--- src/rtl/lpt_pkg.sv ---
package lpt_pkg;
   // Register offsets inside the window
   localparam int unsigned OFS_DATA = 0;
   localparam int unsigned OFS_STAT = 1;
   localparam int unsigned OFS_CTRL = 2;

   // Control register bit positions
   localparam int unsigned CB_STROBE = 0;
   localparam int unsigned CB_AFEED  = 1;
   localparam int unsigned CB_INIT   = 2;
   localparam int unsigned CB_SELIN  = 3;
   localparam int unsigned CB_IRQEN  = 4;
   localparam int unsigned CB_DIR    = 5;

   localparam int unsigned BYTE_W    = 8;
   localparam int unsigned NUM_STAT  = 5;

   // Synchronized connector inputs
   typedef struct packed {
      logic busy;
      logic ack;
      logic paper;
      logic select;
      logic error;
   } stat_pins_t;

   // Status byte layout: bit 7 busy (inverted), 6 ack, 5 paper, 4 select, 3 error
   function automatic logic [BYTE_W-1:0] pack_status(stat_pins_t s);
      return {~s.busy, s.ack, s.paper, s.select, s.error, 3'b000};
   endfunction
endpackage

--- src/rtl/lpt_sync.sv ---
module lpt_sync #(
   parameter int unsigned WIDTH  = 13,
   parameter int unsigned STAGES = 2
) (
   input  logic             clk,
   input  logic             rst_n,
   input  logic [WIDTH-1:0] d_async,
   output logic [WIDTH-1:0] d_sync
);
   generate
      if (STAGES < 2) begin : g_bad_stages
         $error("lpt_sync: STAGES must be at least 2");
      end
      if (WIDTH < 1) begin : g_bad_width
         $error("lpt_sync: WIDTH must be at least 1");
      end
   endgenerate

   logic [WIDTH-1:0] chain [STAGES];

   generate
      for (genvar s = 0; s < STAGES; s++) begin : g_stage
         if (s == 0) begin : g_first
            always_ff @(posedge clk) begin
               if (!rst_n) chain[s] <= '0;
               else        chain[s] <= d_async;
            end
         end else begin : g_next
            always_ff @(posedge clk) begin
               if (!rst_n) chain[s] <= '0;
               else        chain[s] <= chain[s-1];
            end
         end
      end
   endgenerate

   assign d_sync = chain[STAGES-1];
endmodule

--- src/rtl/lpt_regs.sv ---
module lpt_regs
   import lpt_pkg::*;
#(
   parameter int unsigned ADDR_W = 4
) (
   input  logic              clk,
   input  logic              rst_n,
   input  logic [ADDR_W-1:0] bus_addr,
   input  logic              bus_wr,
   input  logic              bus_rd,
   input  logic [BYTE_W-1:0] bus_wdata,
   output logic [BYTE_W-1:0] bus_rdata,
   input  stat_pins_t        stat_s,
   input  logic [BYTE_W-1:0] pd_in_s,
   output logic [BYTE_W-1:0] data_q,
   output logic [BYTE_W-1:0] ctrl_q
);
   localparam int unsigned WINDOW = 1 << ADDR_W;

   generate
      if (WINDOW <= OFS_CTRL) begin : g_bad_addr
         $error("lpt_regs: ADDR_W too small to reach the control offset");
      end
   endgenerate

   logic sel_data, sel_stat, sel_ctrl;
   assign sel_data = (bus_addr == ADDR_W'(OFS_DATA));
   assign sel_stat = (bus_addr == ADDR_W'(OFS_STAT));
   assign sel_ctrl = (bus_addr == ADDR_W'(OFS_CTRL));

   always_ff @(posedge clk) begin
      if (!rst_n) begin
         data_q <= '0;
         ctrl_q <= '0;
      end else if (bus_wr) begin
         if (sel_data) data_q <= bus_wdata;
         if (sel_ctrl) ctrl_q <= bus_wdata;
      end
   end

   logic [BYTE_W-1:0] data_view;
   assign data_view = ctrl_q[CB_DIR] ? pd_in_s : data_q;

   always_comb begin
      bus_rdata = '0;
      if (bus_rd) begin
         if (sel_data)      bus_rdata = data_view;
         else if (sel_stat) bus_rdata = pack_status(stat_s);
         else if (sel_ctrl) bus_rdata = ctrl_q;
      end
   end

   // Write to status offset leaves both stored registers unchanged
   AST_STAT_WR_IGNORED: assert property (@(posedge clk) disable iff (!rst_n)
      (bus_wr && sel_stat) |=> ($stable(data_q) && $stable(ctrl_q)));

   AST_RDATA_IDLE: assert property (@(posedge clk) disable iff (!rst_n)
      !bus_rd |-> (bus_rdata == '0));
endmodule

--- src/rtl/lpt_pins.sv ---
module lpt_pins
   import lpt_pkg::*;
#(
   parameter bit IRQ_TRISTATE = 1'b0
) (
   input  logic              clk,
   input  logic              rst_n,
   input  logic [BYTE_W-1:0] data_q,
   input  logic [5:0]        ctrl_pin_bits,
   input  logic              ack_s,
   output logic [BYTE_W-1:0] pd_out,
   output logic              pd_oe,
   output logic              pin_strobe,
   output logic              pin_autofeed,
   output logic              pin_init,
   output logic              pin_selin,
   output logic              irq_out,
   output logic              irq_oe
);
   assign pd_out       = data_q;
   assign pd_oe        = ~ctrl_pin_bits[CB_DIR];
   assign pin_strobe   = ~ctrl_pin_bits[CB_STROBE];
   assign pin_autofeed = ~ctrl_pin_bits[CB_AFEED];
   assign pin_init     =  ctrl_pin_bits[CB_INIT];
   assign pin_selin    = ~ctrl_pin_bits[CB_SELIN];

   generate
      if (IRQ_TRISTATE) begin : g_irq_tri
         assign irq_out = ack_s;
         assign irq_oe  = ctrl_pin_bits[CB_IRQEN];
      end else begin : g_irq_low
         assign irq_out = ack_s & ctrl_pin_bits[CB_IRQEN];
         assign irq_oe  = 1'b1;
      end
   endgenerate

   logic irq_active;
   assign irq_active = irq_out & irq_oe;

   AST_IRQ_NEEDS_ACK: assert property (@(posedge clk) disable iff (!rst_n)
      irq_active |-> ack_s);
endmodule

--- src/rtl/lpt_host_port.sv ---
module lpt_host_port
   import lpt_pkg::*;
#(
   parameter int unsigned ADDR_W       = 4,
   parameter int unsigned SYNC_STAGES  = 2,
   parameter bit          IRQ_TRISTATE = 1'b0
) (
   input  logic              clk,
   input  logic              rst_n,
   input  logic [ADDR_W-1:0] bus_addr,
   input  logic              bus_wr,
   input  logic              bus_rd,
   input  logic [7:0]        bus_wdata,
   output logic [7:0]        bus_rdata,
   output logic [7:0]        pd_out,
   output logic              pd_oe,
   input  logic [7:0]        pd_in,
   output logic              pin_strobe,
   output logic              pin_autofeed,
   output logic              pin_init,
   output logic              pin_selin,
   input  logic              pin_error,
   input  logic              pin_select,
   input  logic              pin_paper,
   input  logic              pin_ack,
   input  logic              pin_busy,
   output logic              irq_out,
   output logic              irq_oe
);
   localparam int unsigned SYNC_W = BYTE_W + NUM_STAT;

   stat_pins_t        stat_raw, stat_s;
   logic [BYTE_W-1:0] pd_in_s;
   logic [SYNC_W-1:0] sync_in, sync_out;
   logic [BYTE_W-1:0] data_q, ctrl_q;

   assign stat_raw = '{busy: pin_busy, ack: pin_ack, paper: pin_paper,
                       select: pin_select, error: pin_error};
   assign sync_in  = {stat_raw, pd_in};
   assign {stat_s, pd_in_s} = sync_out;

   lpt_sync #(.WIDTH(SYNC_W), .STAGES(SYNC_STAGES)) u_sync (
      .clk(clk), .rst_n(rst_n), .d_async(sync_in), .d_sync(sync_out)
   );

   lpt_regs #(.ADDR_W(ADDR_W)) u_regs (
      .clk(clk), .rst_n(rst_n),
      .bus_addr(bus_addr), .bus_wr(bus_wr), .bus_rd(bus_rd),
      .bus_wdata(bus_wdata), .bus_rdata(bus_rdata),
      .stat_s(stat_s), .pd_in_s(pd_in_s),
      .data_q(data_q), .ctrl_q(ctrl_q)
   );

   lpt_pins #(.IRQ_TRISTATE(IRQ_TRISTATE)) u_pins (
      .clk(clk), .rst_n(rst_n),
      .data_q(data_q), .ctrl_pin_bits(ctrl_q[5:0]), .ack_s(stat_s.ack),
      .pd_out(pd_out), .pd_oe(pd_oe),
      .pin_strobe(pin_strobe), .pin_autofeed(pin_autofeed),
      .pin_init(pin_init), .pin_selin(pin_selin),
      .irq_out(irq_out), .irq_oe(irq_oe)
   );

   logic wr_data, wr_ctrl, wr_high;
   assign wr_data = bus_wr && (bus_addr == ADDR_W'(OFS_DATA));
   assign wr_ctrl = bus_wr && (bus_addr == ADDR_W'(OFS_CTRL));
   assign wr_high = bus_wr && (bus_addr > ADDR_W'(OFS_CTRL));

   AST_DATA_LATCH: assert property (@(posedge clk) disable iff (!rst_n)
      wr_data |=> (pd_out == $past(bus_wdata)));

   AST_DIR_RELEASE: assert property (@(posedge clk) disable iff (!rst_n)
      wr_ctrl |=> (pd_oe == !$past(bus_wdata[CB_DIR])));

   AST_CTRL_POLARITY: assert property (@(posedge clk) disable iff (!rst_n)
      wr_ctrl |=> ((pin_strobe == !$past(bus_wdata[CB_STROBE])) &&
                   (pin_autofeed == !$past(bus_wdata[CB_AFEED])) &&
                   (pin_selin == !$past(bus_wdata[CB_SELIN])) &&
                   (pin_init == $past(bus_wdata[CB_INIT]))));

   AST_CTRL_READBACK: assert property (@(posedge clk) disable iff (!rst_n)
      wr_ctrl |=> (!bus_rd || (bus_addr != ADDR_W'(OFS_CTRL)) ||
                   (bus_rdata == $past(bus_wdata))));

   AST_HIGH_WR_IGNORED: assert property (@(posedge clk) disable iff (!rst_n)
      wr_high |=> ($stable(pd_out) && $stable(pd_oe) && $stable(pin_strobe) &&
                   $stable(pin_init) && $stable(irq_oe)));

   AST_IRQ_DISABLED: assert property (@(posedge clk) disable iff (!rst_n)
      (wr_ctrl && !bus_wdata[CB_IRQEN]) |=> !(irq_out && irq_oe));
endmodule

--- config.mk ---
export PLATFORM = sky130hd
export DESIGN_NAME = lpt_host_port
export DESIGN_NICKNAME = d
export VERILOG_FILES = /design/src/rtl/lpt_pkg.sv /design/src/rtl/lpt_sync.sv /design/src/rtl/lpt_regs.sv /design/src/rtl/lpt_pins.sv /design/src/rtl/lpt_host_port.sv
export SDC_FILE = /design/constraint.sdc
export NUM_CORES = 1
export LEC_CHECK = 0
export CAP_MARGIN = 0
export CORE_MARGIN = 10
export CORE_UTILIZATION = 27
export CTS_CLUSTER_SIZE = 30
export DETAILED_ROUTE_END_ITERATION = 7
export SYNTH_ARGS = -nofsm -noshare
export SYNTH_HDL_FRONTEND = slang
export SYNTH_SLANG_ARGS = --single-unit
--- constraint.sdc ---
create_clock -name clk -period 1.65 [get_ports clk]
set_input_delay 0.2475 -clock clk [delete_from_list [all_inputs] [get_ports clk]]
set_output_delay 0.2475 -clock clk [all_outputs]
set_load 0.02 [all_outputs]
## After elaboration in Yosys (flattened, before gate mapping)

Memories as Yosys holds them, arrays and structs flattened.
Index checks and enable logic that the tools add are counted.

| word-level totals | value |
|---|---|
| register bits after elaboration | 16 |
| memory bits (writable) | 26 |
| word-level logic and storage cells | 25 |
| memories kept | 1 |

| cells by class | value |
|---|---|
| equal/unequal tests | 2 |
| mux-type cells | 9 |
| bitwise logic cells | 8 |
| reduce and logical (&&, ||, !) cells | 3 |

Memory list:

| name | depth | width | read ports | clocked after Yosys merged registers in | write ports | RTL line | source |
|---|---|---|---|---|---|---|---|
| u_sync.chain | 2 | 13 | 2 | 0 | 2 | lpt_sync.sv:19 | `logic [WIDTH-1:0] chain [STAGES];` |

Operators by type and width:

| kind | count |
|---|---|
| 8-bit 2-to-1 mux | 5 |
| 13-bit 2-to-1 mux | 2 |
| 1-bit NOT | 5 |
| 4-bit by 1-bit == test with 1-bit output, second input constant | 1 |
| 4-bit by 2-bit == test with 1-bit output, second input constant | 1 |
| 4-bit logical NOT | 1 |
| 2-bit AND reduction | 2 |
| 1-bit 2-to-1 mux | 2 |
| 1-bit bitwise OR | 2 |
| 1-bit AND | 1 |

## Logic depth before layout (Yosys ltp)

| depth | value |
|---|---|
| depth in word-level cells | 5 |
| depth in mapped cells | 4 |
| depth with buffers taken out | 3 |

## Hierarchy

A second synthesis with hierarchy kept.

| second synthesis, totals | value |
|---|---|
| cells, all modules | 168 |
| area, all modules | 1,740.4 um^2 |

By module, submodules not included:

| module | instances | cells each | area an instance (um^2) |
|---|---|---|---|
| lpt_regs | 1 | 98 | 909.6 |
| lpt_sync | 1 | 54 | 730.7 |
| lpt_pins | 1 | 16 | 100.1 |

## Worst setup path after synthesis

Ideal clock, no wire load.

| path | value |
|---|---|
| kind | register to output |
| start | reg u_regs.ctrl_q[5] |
| end | out bus_rdata[7] |
| arrival time | 1.795 ns |
| setup slack | -0.393 ns |
| stages on the path, launching flop included | 5 |
| path through | dfxtp_1 -> buf_4 -> mux2i_1 -> and2_2 -> a2111oi_0 |

| on the way | value |
|---|---|
| cells in the longest elaborated chain, start to end | 3 |

Ends and longest elaborated chain:

| element | RTL line | source |
|---|---|---|
| from (decl) | lpt_regs.sv:16 | `output logic [BYTE_W-1:0] ctrl_q` |
| from (signal assigned) | lpt_regs.sv:37 | `if (sel_ctrl) ctrl_q <= bus_wdata;` |
| 8-bit 2-to-1 mux | lpt_regs.sv:42 | `assign data_view = ctrl_q[CB_DIR] ? pd_in_s : data_q;` |
| 8-bit 2-to-1 mux | lpt_regs.sv:47 | `if (sel_data) bus_rdata = data_view;` |
| 8-bit 2-to-1 mux | lpt_regs.sv:46 | `if (bus_rd) begin` |
| to (decl) | lpt_host_port.sv:14 | `output logic [7:0] bus_rdata,` |

Every way passes these cells.

## Final worst setup path

| path | value |
|---|---|
| start | reg u_regs.ctrl_q[5] |
| end | out bus_rdata[4] |

Same word-level chain as after synthesis.

==> impl_metrics.toml <==
[global_routing]
grt_pass1_wl_um = 6686
overflow = 0
grtUsageTotal_pct = 8.617
grt_max_degree = 51
grt_pass1_vias = 1326
antenna_found_initial = 0

[routing]
drtIter0Drc = 47
post_drt_wl_per_cell_um = 13.12
drt_pass1_iterations = 4
wl_um = 4028
drc = 0
routed_via_density = 4.137
antenna_left = 0
num_vias = 1270

[synth]
yosys.area.top_type = "dfxtp_1"
ys_types = 21
synth_top_area_share_pct = 52.21
netlist_instances = 158
yosys_warnings = 0
synth-seq-area-share_pct = 52.21
netlist_area_um2 = 1610
synth_area_per_cell_um2 = 10.19
ys_seq_elements = 42
synth_nets = 187
synthTopCellsByArea = "dfxtp_1 52%, mux2i_1 13%, and2_1 10%"

[hold_path]
holdCritPathClass = "flip-flop to flip-flop"
whs_path_depth = 1
min_from = "u_sync.chain[0][9]"
whs_endpoint = "u_sync.chain[1][9]"

[status]
violations = "setup timing"
status = "finished with violations"

[pwr]
leakage_uw = 0.001135
power-per-cell-area_nw_per_um2 = 776.2
peakVddDrop_mv = 0.4090

[sta]
rsz0062_at_grt = "true"
post-route-period-util_pct = 101.9
tns_ns = -0.1521
fin_ws_ns = -0.03102
fmax_mhz = 594.9
period_needed_ns = 1.681
final_max_slew_viol_count = 0
skew_ns = 0.002834
finalHoldViolCount = 0
setup_viol = 7

[final_layout]
antenna_cells = 0
drive_gt1_share_pct = 26.29
syn_to_final_growth_pct = 57.34
final_cells = 307
nFillCells = 572
fin_nets = 260

[critical_path]
r2r-end = "u_regs.ctrl_q[5]"
reg2reg_depth = 3
reg2reg_from = "u_regs.ctrl_q[5]"
r2r_slack_ns = 0.92
crit_fanout = 8
worstSetupPathType = "flip-flop to output port"
startpoint_type = "flip-flop"
cp.arrival_ns = 1.43
required_ns = 1.40
end_kind = "output port"

[clock_tree]
cts_sinks = 42
ctsRootBufferMaster = "clkbuf_8"
cts_tree = "yes"
path_clk_slew_ns = 0.08
h-tree-depth = 2
insertion_delay_ns = 0.28
clockBufferDepth = 2
cts_made_buffers = 5

[die]
num_rows = 28
io_pins = 52
die_w_um = 97.23
initial_core_util_pct = 27.52
fp.dieH_um = 97.23
core_area_um2 = 5851
die-area_um2 = 9453

[place]
place_hpwl_um = 2969
gp_congestion = 0.7803
placedCellCount = 298
port_buffers = 50
place_ws_ns = -0.7447

[job]
cap_violations = 0
kinds of logic after synthesis:
| group | count (synthesis) | synth area share (%) |
|---|---|---|
| compound gates | 13 | 5.750 |
| buf+inv | 13 | 3.496 |
| flops | 42 | 52.21 |
| mux | 24 | 15.15 |
| other cells | 1 | 0.2329 |
| simple gates | 65 | 23.15 |
how the worst max path moves through the flow:
| stage | start | end | depth (start not counted) |
|---|---|---|---|
| 2_1_floorplan | bus_addr[3] | bus_rdata[0] | 3 |
| 3_3_place_gp | bus_addr[3] | bus_rdata[0] | 6 |
| 3_5_place_dp | bus_addr[3] | bus_rdata[0] | 6 |
| 4_1_cts | u_regs.ctrl_q[5] | bus_rdata[5] | 4 |
| 5_1_grt | u_regs.ctrl_q[5] | bus_rdata[7] | 5 |
| 6_report | u_regs.ctrl_q[5] | bus_rdata[4] | 4 |
cell type report:
class	count	area (um2)	share of cell area [%]
Clock inverter	2	12.51	0.4938
Sequential cell	42	842.1	33.23
Tap cell	75	93.84	3.704
Clock buffer	6	82.58	3.259
Inverter	6	22.52	0.8889
Timing Repair Buffer	73	676.9	26.72
Multi-Input combinational cell	103	803.3	31.70
layer usage:
layer,track usage (%),vias up,routed length [um]
li1,-,665,-
met5,0,-,0
met4,3.356,0,51
met2,13.32,34,1794
met3,2.987,4,172
met1,10.68,567,2010
power by group:
group / leakage [uW] / switching, uW / total, uW / internal, uW
registers: 0.000345 / 10.6 / 1060 / 1050
clock network: 0.0000472 / 355 / 691 / 336
logic: 0.000743 / 95.0 / 217 / 123
total: 0.00114 / 461 / 1970 / 1510
stage by stage:
stage          utilization [%]  instance area, um2  power, uW  hold WS (ns)
3_3_place_gp             40.78                2386       1292        0.4096
4_1_cts                  42.92                2511       1996        0.4372
2_1_floorplan                -                1635       1164        0.3748
6_report                 43.31                2534       1967        0.4344
3_5_place_dp             40.78                2386       1294        0.4177
5_1_grt                  43.31                2534       2054        0.4465
registers in the layout, summed over array words and instances (netlist names):
name / flops
u_sync.chain: 26
u_regs.ctrl_q: 8
u_regs.data_q: 8
synth_stat cells:
library cell  number
nand2_4            1
inv_1              6
nand2_2            1
conb_1             1
a2111oi_0          4
nor4b_4            1
buf_4              2
a22oi_1            4
dfxtp_1           42
and2_1            27
mux2_2             3
nor2_1             4
clkbuf_1           5
nand2_1           25
and2_2             1
nand2b_1           1
a211oi_1           1
nor2b_1            3
mux2i_1           21
a21oi_1            4
nor4_4             1
what timing repair did:
action,4_1_cts,5_1_grt
pin swaps,7,3
endpoints found under the setup margin,10,11
hold buffers,0,0
gates cloned,0,0
endpoints found under the hold margin,0,0
buffers inserted,0,1
resized for setup,66,7
critical path, stage by stage, from the launching register on:
cell and delay, ns:
dfxtp_2 0.34, buf_12 0.14, mux2i_1 0.15, a2111oi_4 0.31, buf_4 0.20
placed cells by master (no fill, tap or decap), types with 2 or more instances in the layout:
| master | synthesis | layout |
|---|---|---|
| dfxtp_1 | 42 | 41 |
| clkdlybuf4s50_1 | 0 | 31 |
| buf_4 | 2 | 28 |
| and2_1 | 27 | 27 |
| nand2_1 | 25 | 24 |
| mux2i_1 | 21 | 21 |
| clkbuf_8 | 0 | 6 |
| nor2_1 | 4 | 4 |
| inv_1 | 6 | 4 |
| a21oi_1 | 4 | 4 |
| dlygate4sd2_1 | 0 | 4 |
| dlymetal6s2s_1 | 0 | 4 |
| a2111oi_4 | 0 | 3 |
| a22oi_2 | 0 | 3 |
| nor2b_1 | 3 | 3 |
| nand2_2 | 1 | 2 |
| inv_2 | 0 | 2 |
| mux2_2 | 3 | 2 |
| buf_12 | 0 | 2 |
No activity file was read; power rests on OpenSTA's default activity.
